--- src/rtl/pt_xlate_pkg.sv ---
package pt_xlate_pkg;

  typedef enum logic [1:0] {
    ACC_LOAD  = 2'b00,
    ACC_STORE = 2'b01,
    ACC_FETCH = 2'b10,
    ACC_LOAD2 = 2'b11
  } acc_e;

  typedef enum logic [1:0] {
    RGT_RO  = 2'b00,
    RGT_RW  = 2'b01,
    RGT_XO  = 2'b10,
    RGT_RWX = 2'b11
  } rights_e;

  typedef enum logic [1:0] {
    FLT_NONE = 2'b00,
    FLT_PAGE = 2'b01,
    FLT_PROT = 2'b10
  } fault_e;

endpackage

--- src/rtl/pt_table_store.sv ---
module pt_table_store #(
  parameter int NPROC = 4,
  parameter int VPN_W = 5,
  parameter int PPN_W = 3,
  localparam int PID_W = $clog2(NPROC),
  localparam int PAGES = 1 << VPN_W
) (
  input  logic             clk_i,
  input  logic             rst_ni,
  input  logic             we_i,
  input  logic [PID_W-1:0] wpid_i,
  input  logic [VPN_W-1:0] wvpn_i,
  input  logic             wvalid_i,
  input  logic [1:0]       wrights_i,
  input  logic [PPN_W-1:0] wppn_i,
  input  logic [PID_W-1:0] rpid_i,
  input  logic [VPN_W-1:0] rvpn_i,
  output logic             rvalid_o,
  output logic [1:0]       rrights_o,
  output logic [PPN_W-1:0] rppn_o
);

  logic             bank_v   [NPROC];
  logic [1:0]       bank_r   [NPROC];
  logic [PPN_W-1:0] bank_ppn [NPROC];

  // one bank per process; read is combinational so a colliding write lands after the read
  for (genvar p = 0; p < NPROC; p++) begin : g_bank
    logic [PAGES-1:0] valid_q;
    logic [1:0]       rights_q [PAGES];
    logic [PPN_W-1:0] ppn_q    [PAGES];
    logic             hit_w;

    assign hit_w = we_i && (wpid_i == PID_W'(p));

    always_ff @(posedge clk_i or negedge rst_ni) begin
      if (!rst_ni) valid_q <= '0;
      else if (hit_w) valid_q[wvpn_i] <= wvalid_i;
    end

    always_ff @(posedge clk_i) begin
      if (hit_w) begin
        rights_q[wvpn_i] <= wrights_i;
        ppn_q[wvpn_i]    <= wppn_i;
      end
    end

    assign bank_v[p]   = valid_q[rvpn_i];
    assign bank_r[p]   = rights_q[rvpn_i];
    assign bank_ppn[p] = ppn_q[rvpn_i];
  end

  assign rvalid_o  = bank_v[rpid_i];
  assign rrights_o = bank_r[rpid_i];
  assign rppn_o    = bank_ppn[rpid_i];

endmodule

--- src/rtl/pt_perm_check.sv ---
module pt_perm_check
  import pt_xlate_pkg::*;
(
  input  logic [1:0] acc_i,
  input  logic [1:0] rights_i,
  output logic       ok_o
);

  always_comb begin
    unique case (acc_e'(acc_i))
      ACC_STORE: ok_o = (rights_i == RGT_RW) || (rights_i == RGT_RWX);
      ACC_FETCH: ok_o = rights_i[1];
      default:   ok_o = (rights_i != RGT_XO);
    endcase
  end

endmodule

--- src/rtl/pt_xlate_unit.sv ---
module pt_xlate_unit
  import pt_xlate_pkg::*;
#(
  parameter int NPROC = 4,
  parameter int OFF_W = 10,
  parameter int VA_W  = 15,
  parameter int PA_W  = 13,
  localparam int PID_W = $clog2(NPROC),
  localparam int VPN_W = VA_W - OFF_W,
  localparam int PPN_W = PA_W - OFF_W
) (
  input  logic             clk_i,
  input  logic             rst_ni,
  input  logic             sel_we_i,
  input  logic [PID_W-1:0] sel_i,
  input  logic             wr_en_i,
  input  logic [PID_W-1:0] wr_pid_i,
  input  logic [VPN_W-1:0] wr_vpn_i,
  input  logic             wr_valid_i,
  input  logic [1:0]       wr_rights_i,
  input  logic [PPN_W-1:0] wr_ppn_i,
  input  logic             req_i,
  input  logic [1:0]       req_acc_i,
  input  logic [VA_W-1:0]  req_va_i,
  output logic             rsp_valid_o,
  output logic [1:0]       rsp_fault_o,
  output logic [PA_W-1:0]  rsp_pa_o
);

  logic [PID_W-1:0] sel_q;
  logic             ent_valid;
  logic [1:0]       ent_rights;
  logic [PPN_W-1:0] ent_ppn;
  logic             perm_ok;
  fault_e           fault_d;

  always_ff @(posedge clk_i or negedge rst_ni) begin
    if (!rst_ni)       sel_q <= '0;
    else if (sel_we_i) sel_q <= sel_i;
  end

  pt_table_store #(.NPROC(NPROC), .VPN_W(VPN_W), .PPN_W(PPN_W)) u_store (
    .clk_i     (clk_i),
    .rst_ni    (rst_ni),
    .we_i      (wr_en_i),
    .wpid_i    (wr_pid_i),
    .wvpn_i    (wr_vpn_i),
    .wvalid_i  (wr_valid_i),
    .wrights_i (wr_rights_i),
    .wppn_i    (wr_ppn_i),
    .rpid_i    (sel_q),
    .rvpn_i    (req_va_i[VA_W-1:OFF_W]),
    .rvalid_o  (ent_valid),
    .rrights_o (ent_rights),
    .rppn_o    (ent_ppn)
  );

  pt_perm_check u_perm (
    .acc_i    (req_acc_i),
    .rights_i (ent_rights),
    .ok_o     (perm_ok)
  );

  // page fault outranks protection fault
  always_comb begin
    if (!ent_valid)    fault_d = FLT_PAGE;
    else if (!perm_ok) fault_d = FLT_PROT;
    else               fault_d = FLT_NONE;
  end

  always_ff @(posedge clk_i or negedge rst_ni) begin
    if (!rst_ni) begin
      rsp_valid_o <= 1'b0;
      rsp_fault_o <= FLT_NONE;
      rsp_pa_o    <= '0;
    end else begin
      rsp_valid_o <= req_i;
      rsp_fault_o <= req_i ? fault_d : FLT_NONE;
      rsp_pa_o    <= (req_i && fault_d == FLT_NONE) ?
                     {ent_ppn, req_va_i[OFF_W-1:0]} : '0;
    end
  end

  p_latency_r8: assert property (@(posedge clk_i) disable iff (!rst_ni)
    req_i |=> rsp_valid_o);
  p_no_spurious_r8: assert property (@(posedge clk_i) disable iff (!rst_ni)
    !req_i |=> !rsp_valid_o);
  p_offset_r1: assert property (@(posedge clk_i) disable iff (!rst_ni)
    (rsp_valid_o && rsp_fault_o == FLT_NONE) |->
      rsp_pa_o[OFF_W-1:0] == $past(req_va_i[OFF_W-1:0]));
  p_fault_pa_zero_r4: assert property (@(posedge clk_i) disable iff (!rst_ni)
    (rsp_fault_o != FLT_NONE) |-> rsp_pa_o == '0);
  p_idle_quiet_r10: assert property (@(posedge clk_i) disable iff (!rst_ni)
    !rsp_valid_o |-> (rsp_fault_o == FLT_NONE && rsp_pa_o == '0));
  p_legal_code_r10: assert property (@(posedge clk_i) disable iff (!rst_ni)
    rsp_fault_o != 2'b11);

endmodule

--- config.mk ---
export PLATFORM = sky130hd
export DESIGN_NAME = pt_xlate_unit
export DESIGN_NICKNAME = d
export VERILOG_FILES = /design/src/rtl/pt_xlate_pkg.sv /design/src/rtl/pt_table_store.sv /design/src/rtl/pt_perm_check.sv /design/src/rtl/pt_xlate_unit.sv
export SDC_FILE = /design/constraint.sdc
export NUM_CORES = 1
export LEC_CHECK = 0
export BUFFER_PORTS_ARGS = -buffer_cell sky130_fd_sc_hd__buf_4
export CAP_MARGIN = 20
export CORE_ASPECT_RATIO = 1.25
export CORE_MARGIN = 2
export CORE_UTILIZATION = 62
export DETAILED_ROUTE_END_ITERATION = 8
export GPL_TIMING_DRIVEN = 1
export PLACE_DENSITY = 0.79
export SYNTH_ARGS = -nofsm -noshare
export SYNTH_HDL_FRONTEND = slang
export SYNTH_HIERARCHICAL = 1
export SYNTH_SLANG_ARGS = --single-unit
export TNS_END_PERCENT = 20
--- constraint.sdc ---
create_clock -name clk_i -period 3.83 [get_ports clk_i]
set_input_delay 1.149 -clock clk_i [delete_from_list [all_inputs] [get_ports clk_i]]
set_output_delay 1.149 -clock clk_i [all_outputs]
set_load 0.03 [all_outputs]
==> results.rst, run 1 <==
.. list-table::
   :header-rows: 1

   * - Metric
     - Value
   * - Critical path type
     - input pin to register
   * - Largest incremental delay on the critical path
     - 0.60 ns
   * - Number of cells produced by synthesis
     - 1462
   * - Worst clock skew
     - 0.02040 ns
   * - Total CTS buffers
     - 73
   * - Net Count, Synth
     - 1501
   * - Final slew viol count
     - 0
   * - RSZ-0062 raised after global routing
     - no
   * - Full die area
     - 52400 um2
   * - Tightest Hold Check Type
     - register to register
   * - RePlAce Congestion
     - 0.8097
   * - Gates resized, CTS repair
     - 0
   * - Max Cap Viol
     - 0
   * - Cell repeated most along the worst path
     - mux4_2
   * - Tmin final
     - 3.624 ns
   * - Total of endpoints with negative setup slack in the final report
     - 0
   * - Max Root-Sink Buffers
     - 3
   * - Leading post-synthesis cells by instance count
     - edfxtp_1, mux4_2, dfrtp_1
   * - CP Cell Sequence
     - buf_8, buf_12, buf_4, mux4_2, mux4_2, mux4_2, mux2_2, and4_2
   * - Largest net degree at the start of global routing
     - 129
   * - Initial standard-cell utilization of the core
     - 62.48%
   * - Synthesis-to-finish area growth
     - 15.02%
   * - # DRC
     - 0
   * - Maximum fanout encountered on the critical timing path
     - 21
   * - Vias/cell
     - 6.655
   * - Clk sinks
     - 786
   * - Top-level port count
     - 53
   * - Insertion delay to the later sink of the worst-skew pair
     - 0.61 ns
   * - Top-area cell type share of the netlist area
     - 61.29%
   * - Total number of H-tree levels
     - 3
   * - Input/output buffers
     - 52
   * - Largest area contributor in the netlist
     - edfxtp_1
   * - Least-Margin Pin Slew
     - 0.8978 ns
   * - Number of iterations in the first detailed-routing pass
     - 6
   * - Number of distinct library cells after synthesis
     - 26
   * - Arrival @ worst endpoint
     - 4.12 ns
   * - Number of antenna violations at the first check in global routing
     - 0
   * - Total power consumption of the routed design
     - 0.01767 W
   * - Final period utilization
     - 94.61%
   * - Average size of a mapped cell
     - 21.45 um2
   * - Commonest register cell after synthesis
     - edfxtp_1
   * - Kind of cell adding the most delay to the critical path
     - multiplexers
   * - Final setup slack of the worst path
     - 0.2063 ns
   * - ANT nets after route
     - 0
   * - Post-route core utilization
     - 71.86%
   * - Kind of start point of the critical path
     - input pin
   * - Fmax achieved
     - 276.0 MHz
   * - Pre-CTS setup slack
     - -0.3517 ns
   * - Via count of the first global-routing pass
     - 16565
   * - Hold buffer count at CTS
     - 0
   * - Post-CTS Setup Repair Bufs
     - 0
   * - Share of final-layout standard cells stronger than drive strength 1
     - 41.80%
   * - Peak VDD IR
     - 0.4588 mV
   * - Area contributors post-synth
     - edfxtp_1, mux4_2, dfrtp_1
   * - Buffers & Inverters on Critical Path
     - 3
   * - Final count of hold timing violations
     - 0
   * - Initial DRC count
     - 2071
   * - Outcome
     - finished clean
   * - Ys Warns
     - 6
   * - Design internal power
     - 0.01393 W
   * - Cell area after placement
     - 33710 um2
   * - Average wire per standard cell
     - 30.15 um
   * - Sw Share
     - 21.17%
   * - Routed wire length
     - 71870 um
   * - Fraction of registers with async set/reset
     - 18.58%
   * - X dimension of the die
     - 205.1 um
   * - Leading cell type by number of instances after synthesis
     - edfxtp_1
   * - Slew HR
     - 40.15%
   * - Number of synthesized flops with an enable pin
     - 640
   * - Fraction of power consumed by the clock network
     - 39.8%
   * - Clock transition at path regs
     - 0.06 ns
   * - Remaining Overflow, GRT
     - 0
   * - CORE AREA
     - 50190 um2
   * - Leakage power
     - 12.64 nW
   * - Proportion of power drawn by combinational gates
     - 6.6%
   * - Std-Cell Rows
     - 92
   * - Critical path required time
     - 4.33 ns
   * - Ratio of total power to cell area
     - 490.1 nW/um2
   * - Post-Synthesis Cell Area
     - 31360 um2
   * - Root Buffer Master
     - clkbuf_16
   * - Register bit count reported by yosys
     - 786
   * - Die boundary height
     - 255.4 um
   * - Part of the Yosys area used for sequential elements
     - 72.94%
   * - Net total in the final layout
     - 1704
   * - Kind of end point of the critical path
     - register
   * - Power share of the sequential group
     - 53.6%
   * - Global-route wire length before repair
     - 107600 um
   * - Net switching power
     - 0.003742 W
   * - Slowest CP cell
     - mux4_2
   * - Overall track demand over capacity in global routing
     - 28.47%
   * - Total non-filler cell area in the finished layout
     - 36060 um2
   * - TritonCTS clock tree
     - yes
   * - Detailed-placement wirelength estimate
     - 45580 um
   * - Vias post-DR
     - 15865
## sequential cells by signal, summed over array words and instances, names as in the netlist
register / flops
sel_q: 2
u_store/g_bank.valid_q: 128
rsp_fault_o: 2
rsp_pa_o: 13
u_store/g_bank.rights_q: 256
u_store/g_bank.ppn_q: 384
rsp_valid_o: 1
## layout by cell type, fill, tap and decap left out, types with 3 or more instances in the layout
| cell type | instances |
|---|---|
| edfxtp_1 | 640 |
| mux4_2 | 252 |
| buf_4 | 193 |
| dfrtp_1 | 146 |
| mux2_2 | 135 |
| nor2_1 | 129 |
| clkbuf_16 | 77 |
| nand2_1 | 33 |
| buf_12 | 20 |
| clkbuf_1 | 18 |
| clkinv_2 | 15 |
| and4_1 | 9 |
| clkbuf_8 | 9 |
| clkinv_1 | 8 |
| and4_2 | 4 |
| and3b_1 | 4 |
| nor2b_1 | 3 |
| clkinvlp_4 | 3 |
| nor3b_1 | 3 |
## per-layer routing
metal  routed length [um]  GRT usage (%)  part of all wire (%)  up-vias
met3                 5124          3.661                   7.1      144
li1                     -              -                     -     6401
met5                    0              0                     0        -
met4                 2487          10.33                   3.5        0
met1                26440          39.18                    37     8530
met2                37820          47.63                    53      790
## final timing paths
kind / start / to / slack, ns / depth (start not counted)
worst max-delay path: req_va_i[10] / rsp_pa_o[2] / 0.21 / 8
worst max register to register: u_store/g_bank[3].rights_q[29][1] / rsp_fault_o[1] / 0.88 / 8
max in group asynchronous: rst_ni / u_store/g_bank[1].valid_q[5] / 2.34 / 2
worst min register to register: u_store/g_bank[0].valid_q[22] / u_store/g_bank[0].valid_q[22] / 0.50 / 1
min in group asynchronous: rst_ni / u_store/g_bank[3].valid_q[14] / 0.53 / 1
worst min-delay path: u_store/g_bank[0].valid_q[22] / u_store/g_bank[0].valid_q[22] / 0.50 / 1
## logic make-up (layout without fill, tap and decap cells)
| kind of cell | after synthesis | after routing | synth area share [%] |
|---|---|---|---|
| multiplexers | 388 | 388 | 22.98 |
| flip-flops | 786 | 786 | 72.94 |
| other | 0 | 1 | 0 |
| AND/OR/NAND/NOR | 193 | 193 | 2.729 |
| adder cells (fa/ha/maj) | 2 | 2 | 0.07979 |
| AO/OA/AOI/OAI | 2 | 2 | 0.05189 |
| buffers and inverters | 91 | 354 | 1.213 |
## layout make-up
cell class | count | area (um2)
Sequential cell | 786 | 22870
Antenna cell | 1 | 2.502
Inverter | 2 | 7.507
Tap cell | 658 | 823.3
Fill cell | 2746 | 14120
Multi-Input combinational cell | 585 | 8115
Clock inverter | 32 | 222.7
Clock buffer | 103 | 2105
Timing Repair Buffer | 217 | 1917
## power by group through the flow
stage               Sequential, W  Clock (W)  Combinational (W)
floorplan                 0.00962          0           0.000700
global placement          0.00964          0            0.00112
global route              0.00948    0.00743            0.00123
detailed placement        0.00965          0            0.00115
CTS                       0.00947    0.00713            0.00116
finish                    0.00947    0.00703            0.00116
## through the flow
step | TNS, ns | hold slack [ns] | instances
CTS | 0 | 0.5046 | 2382
floorplan | -0.8310 | 0.4752 | 1462
global route | 0 | 0.5157 | 2383
finish | 0 | 0.5025 | 2384
detailed placement | -4.717 | 0.4904 | 2247
global placement | -5.213 | 0.4841 | 2247
No activity file was read; power rests on OpenSTA's default activity.
==> run 2: changes to the inputs <==
--- a/config.mk
+++ b/config.mk
@@ -15,6 +15,5 @@
 export PLACE_DENSITY = 0.79
 export SYNTH_ARGS = -nofsm -noshare
 export SYNTH_HDL_FRONTEND = slang
-export SYNTH_HIERARCHICAL = 1
 export SYNTH_SLANG_ARGS = --single-unit
 export TNS_END_PERCENT = 20
==> results.rst, run 2 <==
.. list-table::
   :header-rows: 1

   * - Metric
     - Value
   * - TritonCTS clock tree
     - yes
   * - Number of distinct library cells after synthesis
     - 42 (+62%)
   * - Fmax achieved
     - 286.8 MHz (+3.9%)
   * - Global-route wire length before repair
     - 112300 um (+4.3%)
   * - Initial DRC count
     - 2036 (-1.7%)
   * - DP Cell Count
     - 2380 (+5.9%)
   * - Number of antenna violations at the first check in global routing
     - 1 (+1)
   * - Final period utilization
     - 91.04% (-3.6 points)
   * - Tightest Hold Check Type
     - register to register
   * - Slew HR
     - 33.38% (-6.8 points)
   * - Peak VDD IR
     - 0.3403 mV (-26%)
   * - Register bit count reported by yosys
     - 786 (unchanged)
   * - Tmin final
     - 3.487 ns (-0.1369 ns)
   * - # DRC
     - 0 (unchanged)
   * - Post-layout instance count excluding filler cells
     - 2521 (+5.7%)
   * - Vias/cell
     - 6.631 (-0.36%)
   * - Largest incremental delay on the critical path
     - 0.67 ns (+0.07 ns)
   * - Full die area
     - 52640 um2 (+0.46%)
   * - Slowest CP cell
     - a2111oi_0
   * - Cell repeated most along the worst path
     - mux4_2
   * - Input/output buffers
     - 52 (unchanged)
   * - Fraction of registers with async set/reset
     - 18.58% (unchanged)
   * - Average wire per standard cell
     - 29.94 um (-0.68%)
   * - Detailed-placement wirelength estimate
     - 49560 um (+8.7%)
   * - ANT nets after route
     - 1 (+1)
   * - Share of final-layout standard cells stronger than drive strength 1
     - 39.20% (-2.6 points)
   * - Net Count, Synth
     - 1593 (+6.1%)
   * - Clock transition at path regs
     - 0.06 ns (about the same)
   * - Number of cells produced by synthesis
     - 1554 (+6.3%)
   * - Max Cap Viol
     - 0 (unchanged)
   * - Arrival @ worst endpoint
     - 3.99 ns (-0.13 ns)
   * - Initial standard-cell utilization of the core
     - 62.63% (+0.15 points)
   * - Synthesis-to-finish area growth
     - 16.07%
   * - Top-area cell type share of the netlist area
     - 61.00% (-0.29 points)
   * - Largest area contributor in the netlist
     - edfxtp_1
   * - Critical path type
     - input pin to register
   * - Final count of hold timing violations
     - 0 (unchanged)
   * - Largest registers ranked by flip-flop count
     - u_store.g_bank.ppn_q: 384 flops, u_store.g_bank.rights_q: 256 flops, u_store.g_bank.valid_q: 128 flops
   * - Total number of H-tree levels
     - 3 (unchanged)
   * - Failing checks
     - antenna rules
   * - Largest net degree at the start of global routing
     - 129 (unchanged)
   * - CORE AREA
     - 50300 um2 (+0.23%)
   * - Worst clock skew
     - 0.01540 ns (-0.004997 ns)
   * - Flip-flop count of the largest register, all copies and words added
     - 384 (unchanged)
   * - Insertion delay to the later sink of the worst-skew pair
     - 0.63 ns (+0.02 ns)
   * - Hold buffer count at CTS
     - 0 (unchanged)
   * - Post-CTS Setup Repair Bufs
     - 0 (unchanged)
   * - Outcome
     - finished with violations
   * - Least-Margin Pin Slew
     - 0.9992 ns (+0.1015 ns)
   * - Top-level port count
     - 53 (unchanged)
   * - Total CTS buffers
     - 72 (-1.4%)
   * - Critical path required time
     - 4.33 ns (about the same)
   * - Register with the most flip-flops
     - u_store.g_bank.ppn_q
   * - Number of synthesized flops with an enable pin
     - 640 (unchanged)
   * - Via count of the first global-routing pass
     - 17630 (+6.4%)
   * - Maximum fanout encountered on the critical timing path
     - 13 (-38%)
   * - Remaining Overflow, GRT
     - 0 (unchanged)
   * - Most common cell after layout, fill and taps aside
     - edfxtp_1
   * - Area contributors post-synth
     - edfxtp_1, mux4_2, dfrtp_1
   * - Gates resized, CTS repair
     - 0 (unchanged)
   * - Number of iterations in the first detailed-routing pass
     - 5 (-1)
   * - RePlAce Congestion
     - 0.9239 (+14%)
   * - RSZ-0062 raised after global routing
     - no
   * - Leading post-synthesis cells by instance count
     - edfxtp_1, mux4_2, dfrtp_1
   * - Routed wire length
     - 75490 um (+5.0%)
   * - CP Cell Sequence
     - buf_8, buf_12, mux4_2, mux4_2, nor2b_1, a2111oi_0, buf_4, inv_1, nand3_2, a21oi_4, and2_1
   * - X dimension of the die
     - 205.6 um (+0.23%)
   * - Post-route core utilization
     - 72.69% (+0.83 points)
   * - Most used cells in the layout excluding fill and tap cells
     - edfxtp_1, buf_4, mux4_2
   * - Ys Warns
     - 0 (-6)
   * - Overall track demand over capacity in global routing
     - 29.74% (+1.3 points)
   * - Average size of a mapped cell
     - 20.27 um2 (-5.5%)
   * - Die boundary height
     - 256.0 um (+0.23%)
   * - Kind of start point of the critical path
     - input pin
   * - Worst Hold Slack
     - 0.5033 ns (+0.0007260 ns)
   * - Net total in the final layout
     - 1836 (+7.7%)
   * - Total of endpoints with negative setup slack in the final report
     - 0 (unchanged)
   * - Part of the Yosys area used for sequential elements
     - 72.60% (-0.34 points)
   * - Total power consumption of the routed design
     - 0.01800 W (+1.9%)
   * - Std-Cell Rows
     - 92 (unchanged)
   * - Post-Synthesis Cell Area
     - 31500 um2 (+0.47%)
   * - Pre-CTS setup slack
     - -0.2961 ns (+0.05559 ns)
   * - Leading cell type by number of instances after synthesis
     - edfxtp_1
   * - Leakage power
     - 12.98 nW (+2.7%)
   * - Kind of end point of the critical path
     - register
   * - Final slew viol count
     - 0 (unchanged)
   * - Root Buffer Master
     - clkbuf_16
   * - Commonest register cell after synthesis
     - edfxtp_1
   * - Vias post-DR
     - 16716 (+5.4%)
   * - Ratio of total power to cell area
     - 492.4 nW/um2 (+0.48%)
   * - Clk sinks
     - 786 (unchanged)
   * - Final setup slack of the worst path
     - 0.3432 ns (+0.1369 ns)
   * - Max Root-Sink Buffers
     - 3 (unchanged)
-- run 2: cell types whose count changed after synthesis, sizes merged, moves of 8 or more --
cell / before / now
nand2: 33 / 45
and4: 13 / 0
buf: 35 / 46
a22oi: 0 / 35
and2: 1 / 13
clkbuf: 54 / 46
a21oi: 0 / 13
mux2i: 0 / 16
mux4: 252 / 220
-- run 2: metal layers --
layer | global-route usage, % | up-vias | routed length [um]
met4 | 13.47 | 0 | 3523
met3 | 5.335 | 200 | 5846
met2 | 49.46 | 962 | 39020
li1 | - | 6764 | -
met5 | 0 | - | 0
met1 | 38.64 | 8790 | 27100
-- run 2: path summary, 6_finish.rpt --
| check | from | to | slack (ns) | cells past startpoint |
|---|---|---|---|---|
| min in group asynchronous | rst_ni | u_store.g_bank[2].valid_q[27] | 0.56 | 1 |
| min | u_store.g_bank[3].valid_q[22] | u_store.g_bank[3].valid_q[22] | 0.50 | 1 |
| min reg2reg | u_store.g_bank[3].valid_q[22] | u_store.g_bank[3].valid_q[22] | 0.50 | 1 |
| max in group asynchronous | rst_ni | u_store.g_bank[1].valid_q[4] | 2.42 | 2 |
| max reg2reg | sel_q[0] | rsp_pa_o[4] | 0.78 | 9 |
| max | req_va_i[10] | rsp_pa_o[4] | 0.34 | 11 |
-- run 2: layout make-up --
type / count / area, um2
inverters: 5 / 18.77
multi-input cells: 671 / 8159
clock buffers: 104 / 2118
well taps: 658 / 823.3
repair buffers: 261 / 2257
flip-flops and latches: 786 / 22870
fillers: 2724 / 13740
clock inverters: 30 / 302.8
diodes: 6 / 15.01
-- run 2: report_power, final --
| group | total, W | switching, W | internal [W] |
|---|---|---|---|
| clock network | 0.00732 | 0.00306 | 0.00426 |
| logic | 0.00120 | 0.000650 | 0.000552 |
| registers | 0.00948 | 0.0000908 | 0.00939 |
-- run 2: kinds of logic (layout without fill, tap and decap cells) --
family / Yosys count / count (layout) / synth area share [%]
AOI/OAI and AO/OA: 62 / 62 / 1.414
buffers and inverters: 97 / 400 / 1.501
adders and majority gates: 2 / 2 / 0.07942
other: 0 / 6 / 0
muxes: 370 / 370 / 21.03
and+or+nand+nor: 237 / 237 / 3.380
DFF: 786 / 786 / 72.60
-- run 2: through the flow --
stage	TNS [ns]	instance area, um2
final	0	36570
after CTS	0	36520
after floorplan	0	31500
after detailed placement	-3.772	34100
after global routing	0	36550
after global placement	-4.653	34100
-- run 2: critical path, delay by kind of cell --
family / cells / cell delay [ns]
and+or+nand+nor: 3 / 0.45
AOI/OAI and AO/OA: 2 / 0.75
muxes: 2 / 1.00
buffers and inverters: 4 / 0.61
==> run 3: changes to the inputs <==
--- a/config.mk
+++ b/config.mk
@@ -9,10 +9,10 @@
 export CAP_MARGIN = 20
 export CORE_ASPECT_RATIO = 1.25
 export CORE_MARGIN = 2
-export CORE_UTILIZATION = 62
+export CORE_UTILIZATION = 65
 export DETAILED_ROUTE_END_ITERATION = 8
-export GPL_TIMING_DRIVEN = 1
-export PLACE_DENSITY = 0.79
+export GPL_TIMING_DRIVEN = 0
+export PLACE_DENSITY = 0.82
 export SYNTH_ARGS = -nofsm -noshare
 export SYNTH_HDL_FRONTEND = slang
 export SYNTH_SLANG_ARGS = --single-unit
==> constraint.sdc (replaced) <==
create_clock -name clk_i -period 4.3 [get_ports clk_i]
set_input_delay 1.29 -clock clk_i [delete_from_list [all_inputs] [get_ports clk_i]]
set_output_delay 1.29 -clock clk_i [all_outputs]
set_load 0.03 [all_outputs]
==> results.rst, run 3 (synthesized netlist as in run 2, its figures left out) <==
.. list-table::
   :header-rows: 1

   * - Metric
     - Value
   * - Largest registers ranked by flip-flop count
     - u_store.g_bank.ppn_q: 384 flops, u_store.g_bank.rights_q: 256 flops, u_store.g_bank.valid_q: 128 flops
   * - Slew HR
     - 25.24% (-8.1 points)
   * - Arrival @ worst endpoint
     - 4.87 ns (+0.88 ns)
   * - Final setup slack of the worst path
     - -0.05767 ns (-0.4009 ns)
   * - Peak VDD IR
     - 0.3579 mV (+5.2%)
   * - X dimension of the die
     - 200.9 um (-2.3%)
   * - Share of final-layout standard cells stronger than drive strength 1
     - 33.05% (-6.2 points)
   * - Hold buffer count at CTS
     - 0 (unchanged)
   * - Initial DRC count
     - 2784 (+37%)
   * - Total negative slack for setup checks
     - -0.07817 ns (-0.07817 ns)
   * - Global-route wire length before repair
     - 124900 um (+11%)
   * - Max Root-Sink Buffers
     - 3 (unchanged)
   * - # DRC
     - 0 (unchanged)
   * - Overall track demand over capacity in global routing
     - 36.17% (+6.4 points)
   * - CORE AREA
     - 48080 um2 (-4.4%)
   * - Cell area after placement
     - 32790 um2 (-3.8%)
   * - Ratio of total power to cell area
     - 466.9 nW/um2 (-5.2%)
   * - Vias post-DR
     - 17215 (+3.0%)
   * - RePlAce Congestion
     - 0.9792 (+6.0%)
   * - Average wire per standard cell
     - 36.91 um (+23%)
   * - Vias/cell
     - 7.191 (+8.4%)
   * - DP Cell Count
     - 2252 (-5.4%)
   * - Most common cell after layout, fill and taps aside
     - edfxtp_1
   * - Count of fill cells added during filler insertion
     - 2645 (-2.9%)
   * - Tmin final
     - 4.358 ns
   * - Std-Cell Rows
     - 90 (-2.2%)
   * - Final count of hold timing violations
     - 0 (unchanged)
   * - Synthesis-to-finish area growth
     - 12.89%
   * - Input/output buffers
     - 48 (-7.7%)
   * - RSZ-0062 raised after global routing
     - no
   * - Number of antenna violations at the first check in global routing
     - 3 (+2)
   * - TritonCTS clock tree
     - yes
   * - Detailed-placement wirelength estimate
     - 56210 um (+13%)
   * - Critical path type
     - input pin to register
   * - ANT nets after route
     - 0 (-1)
   * - Total non-filler cell area in the finished layout
     - 35570 um2 (-2.7%)
   * - Max Cap Viol
     - 0 (unchanged)
   * - Tightest Hold Check Type
     - register to register
   * - Flip-flop count of the largest register, all copies and words added
     - 384 (unchanged)
   * - Outcome
     - finished with violations
   * - Most used cells in the layout excluding fill and tap cells
     - edfxtp_1, mux4_2, dfrtp_1
   * - Critical path required time
     - 4.82 ns (+0.49 ns)
   * - Leakage power
     - 12.25 nW (-5.6%)
   * - Failing checks
     - setup timing
   * - Post-route core utilization
     - 73.97% (+1.3 points)
   * - Total CTS buffers
     - 74 (+2.8%)
   * - Routed wire length
     - 88370 um (+17%)
   * - Root Buffer Master
     - clkbuf_16
   * - Number of iterations in the first detailed-routing pass
     - 6 (+1)
   * - Kind of start point of the critical path
     - input pin
   * - Maximum fanout encountered on the critical timing path
     - 10 (-3)
   * - Die boundary height
     - 250.1 um (-2.3%)
   * - Final period utilization
     - 101.3%
   * - Total of endpoints with negative setup slack in the final report
     - 2 (+2)
   * - Clock transition at path regs
     - 0.06 ns (about the same)
   * - Largest net degree at the start of global routing
     - 129 (unchanged)
   * - Post-layout instance count excluding filler cells
     - 2394 (-5.0%)
   * - Top-level port count
     - 53 (unchanged)
   * - Post-CTS Setup Repair Bufs
     - 0 (unchanged)
   * - Least-Margin Pin Slew
     - 1.121 ns (+0.1221 ns)
   * - Clk sinks
     - 786 (unchanged)
   * - Total number of H-tree levels
     - 3 (unchanged)
   * - Via count of the first global-routing pass
     - 17636 (+0.034%)
   * - Full die area
     - 50260 um2 (-4.5%)
   * - Initial standard-cell utilization of the core
     - 65.52% (+2.9 points)
   * - Register with the most flip-flops
     - u_store.g_bank.ppn_q
   * - Worst clock skew
     - 0.02608 ns (+0.01067 ns)
   * - Fmax achieved
     - 229.5 MHz
   * - Pre-CTS setup slack
     - -1.216 ns (-0.9197 ns)
   * - R2R setup slack
     - 0.94 ns (+0.16 ns)
   * - Remaining Overflow, GRT
     - 0 (unchanged)
   * - Net total in the final layout
     - 1728 (-5.9%)
   * - Insertion delay to the later sink of the worst-skew pair
     - 0.65 ns (+0.02 ns)
   * - Final slew viol count
     - 0 (unchanged)
   * - Kind of end point of the critical path
     - register
-- run 3: worst max-delay path, stage by stage --
cell and delay, ns:
buf_4 0.14, buf_2 0.46, buf_4 0.38, clkdlybuf4s15_2 0.56, buf_2 0.39, mux4_2 0.41
mux4_2 0.54, mux2i_1 0.32, a22oi_1 0.15, and3_1 0.21
-- run 3: what timing repair did --
action,in CTS,in global routing
gates resized for setup,17,9
cloned,0,0
setup endpoints to repair,13,11
-- run 3: final cells by class --
cell class              instances  area (um2)  share of cell area, %
clock inverters                28       369.1                  1.038
inverters                       5       18.77                0.05277
plain buffers                  92       499.2                  1.404
clock buffers                 108        2230                  6.269
well taps                     644       805.8                  2.266
repair buffers                 59       609.3                  1.713
flip-flops and latches        786       22870                  64.31
diodes                          1       2.502               0.007036
multi-input cells             671        8159                  22.94
-- run 3: path summary, 6_finish.rpt --
kind / start / endpoint / cells after the start
max in group asynchronous: rst_ni / u_store.g_bank[2].valid_q[12] / 2
min reg2reg: u_store.g_bank[3].valid_q[27] / u_store.g_bank[3].valid_q[27] / 1
min in group asynchronous: rst_ni / u_store.g_bank[0].valid_q[31] / 1
min: u_store.g_bank[3].valid_q[27] / u_store.g_bank[3].valid_q[27] / 1
max reg2reg: sel_q[0] / rsp_pa_o[6] / 10
max: req_va_i[11] / rsp_pa_o[10] / 10
-- run 3: stage by stage --
stage,power [W],hold WS [ns]
after floorplan,0.009169,0.4752
after global placement,0.009602,0.4834
after detailed placement,0.009660,0.4908
after CTS,0.01656,0.5039
after global routing,0.01691,0.5120
final,0.01661,0.5025
-- run 3: metal layers --
metal / vias to the layer above / GRT usage (%) / routed length, um
met3: 375 / 7.468 / 9000
met5: - / 0 / 13
met4: 2 / 24.38 / 6937
li1: 6560 / - / -
met2: 1355 / 58.46 / 43440
met1: 8923 / 44.83 / 28980
-- run 3: where the power goes --
part / switching, W / leakage [nW] / total, W / internal, W
logic: 0.000676 / 3.24 / 0.00113 / 0.000449
registers: 0.0000689 / 7.74 / 0.00843 / 0.00836
clock network: 0.00290 / 1.28 / 0.00705 / 0.00415
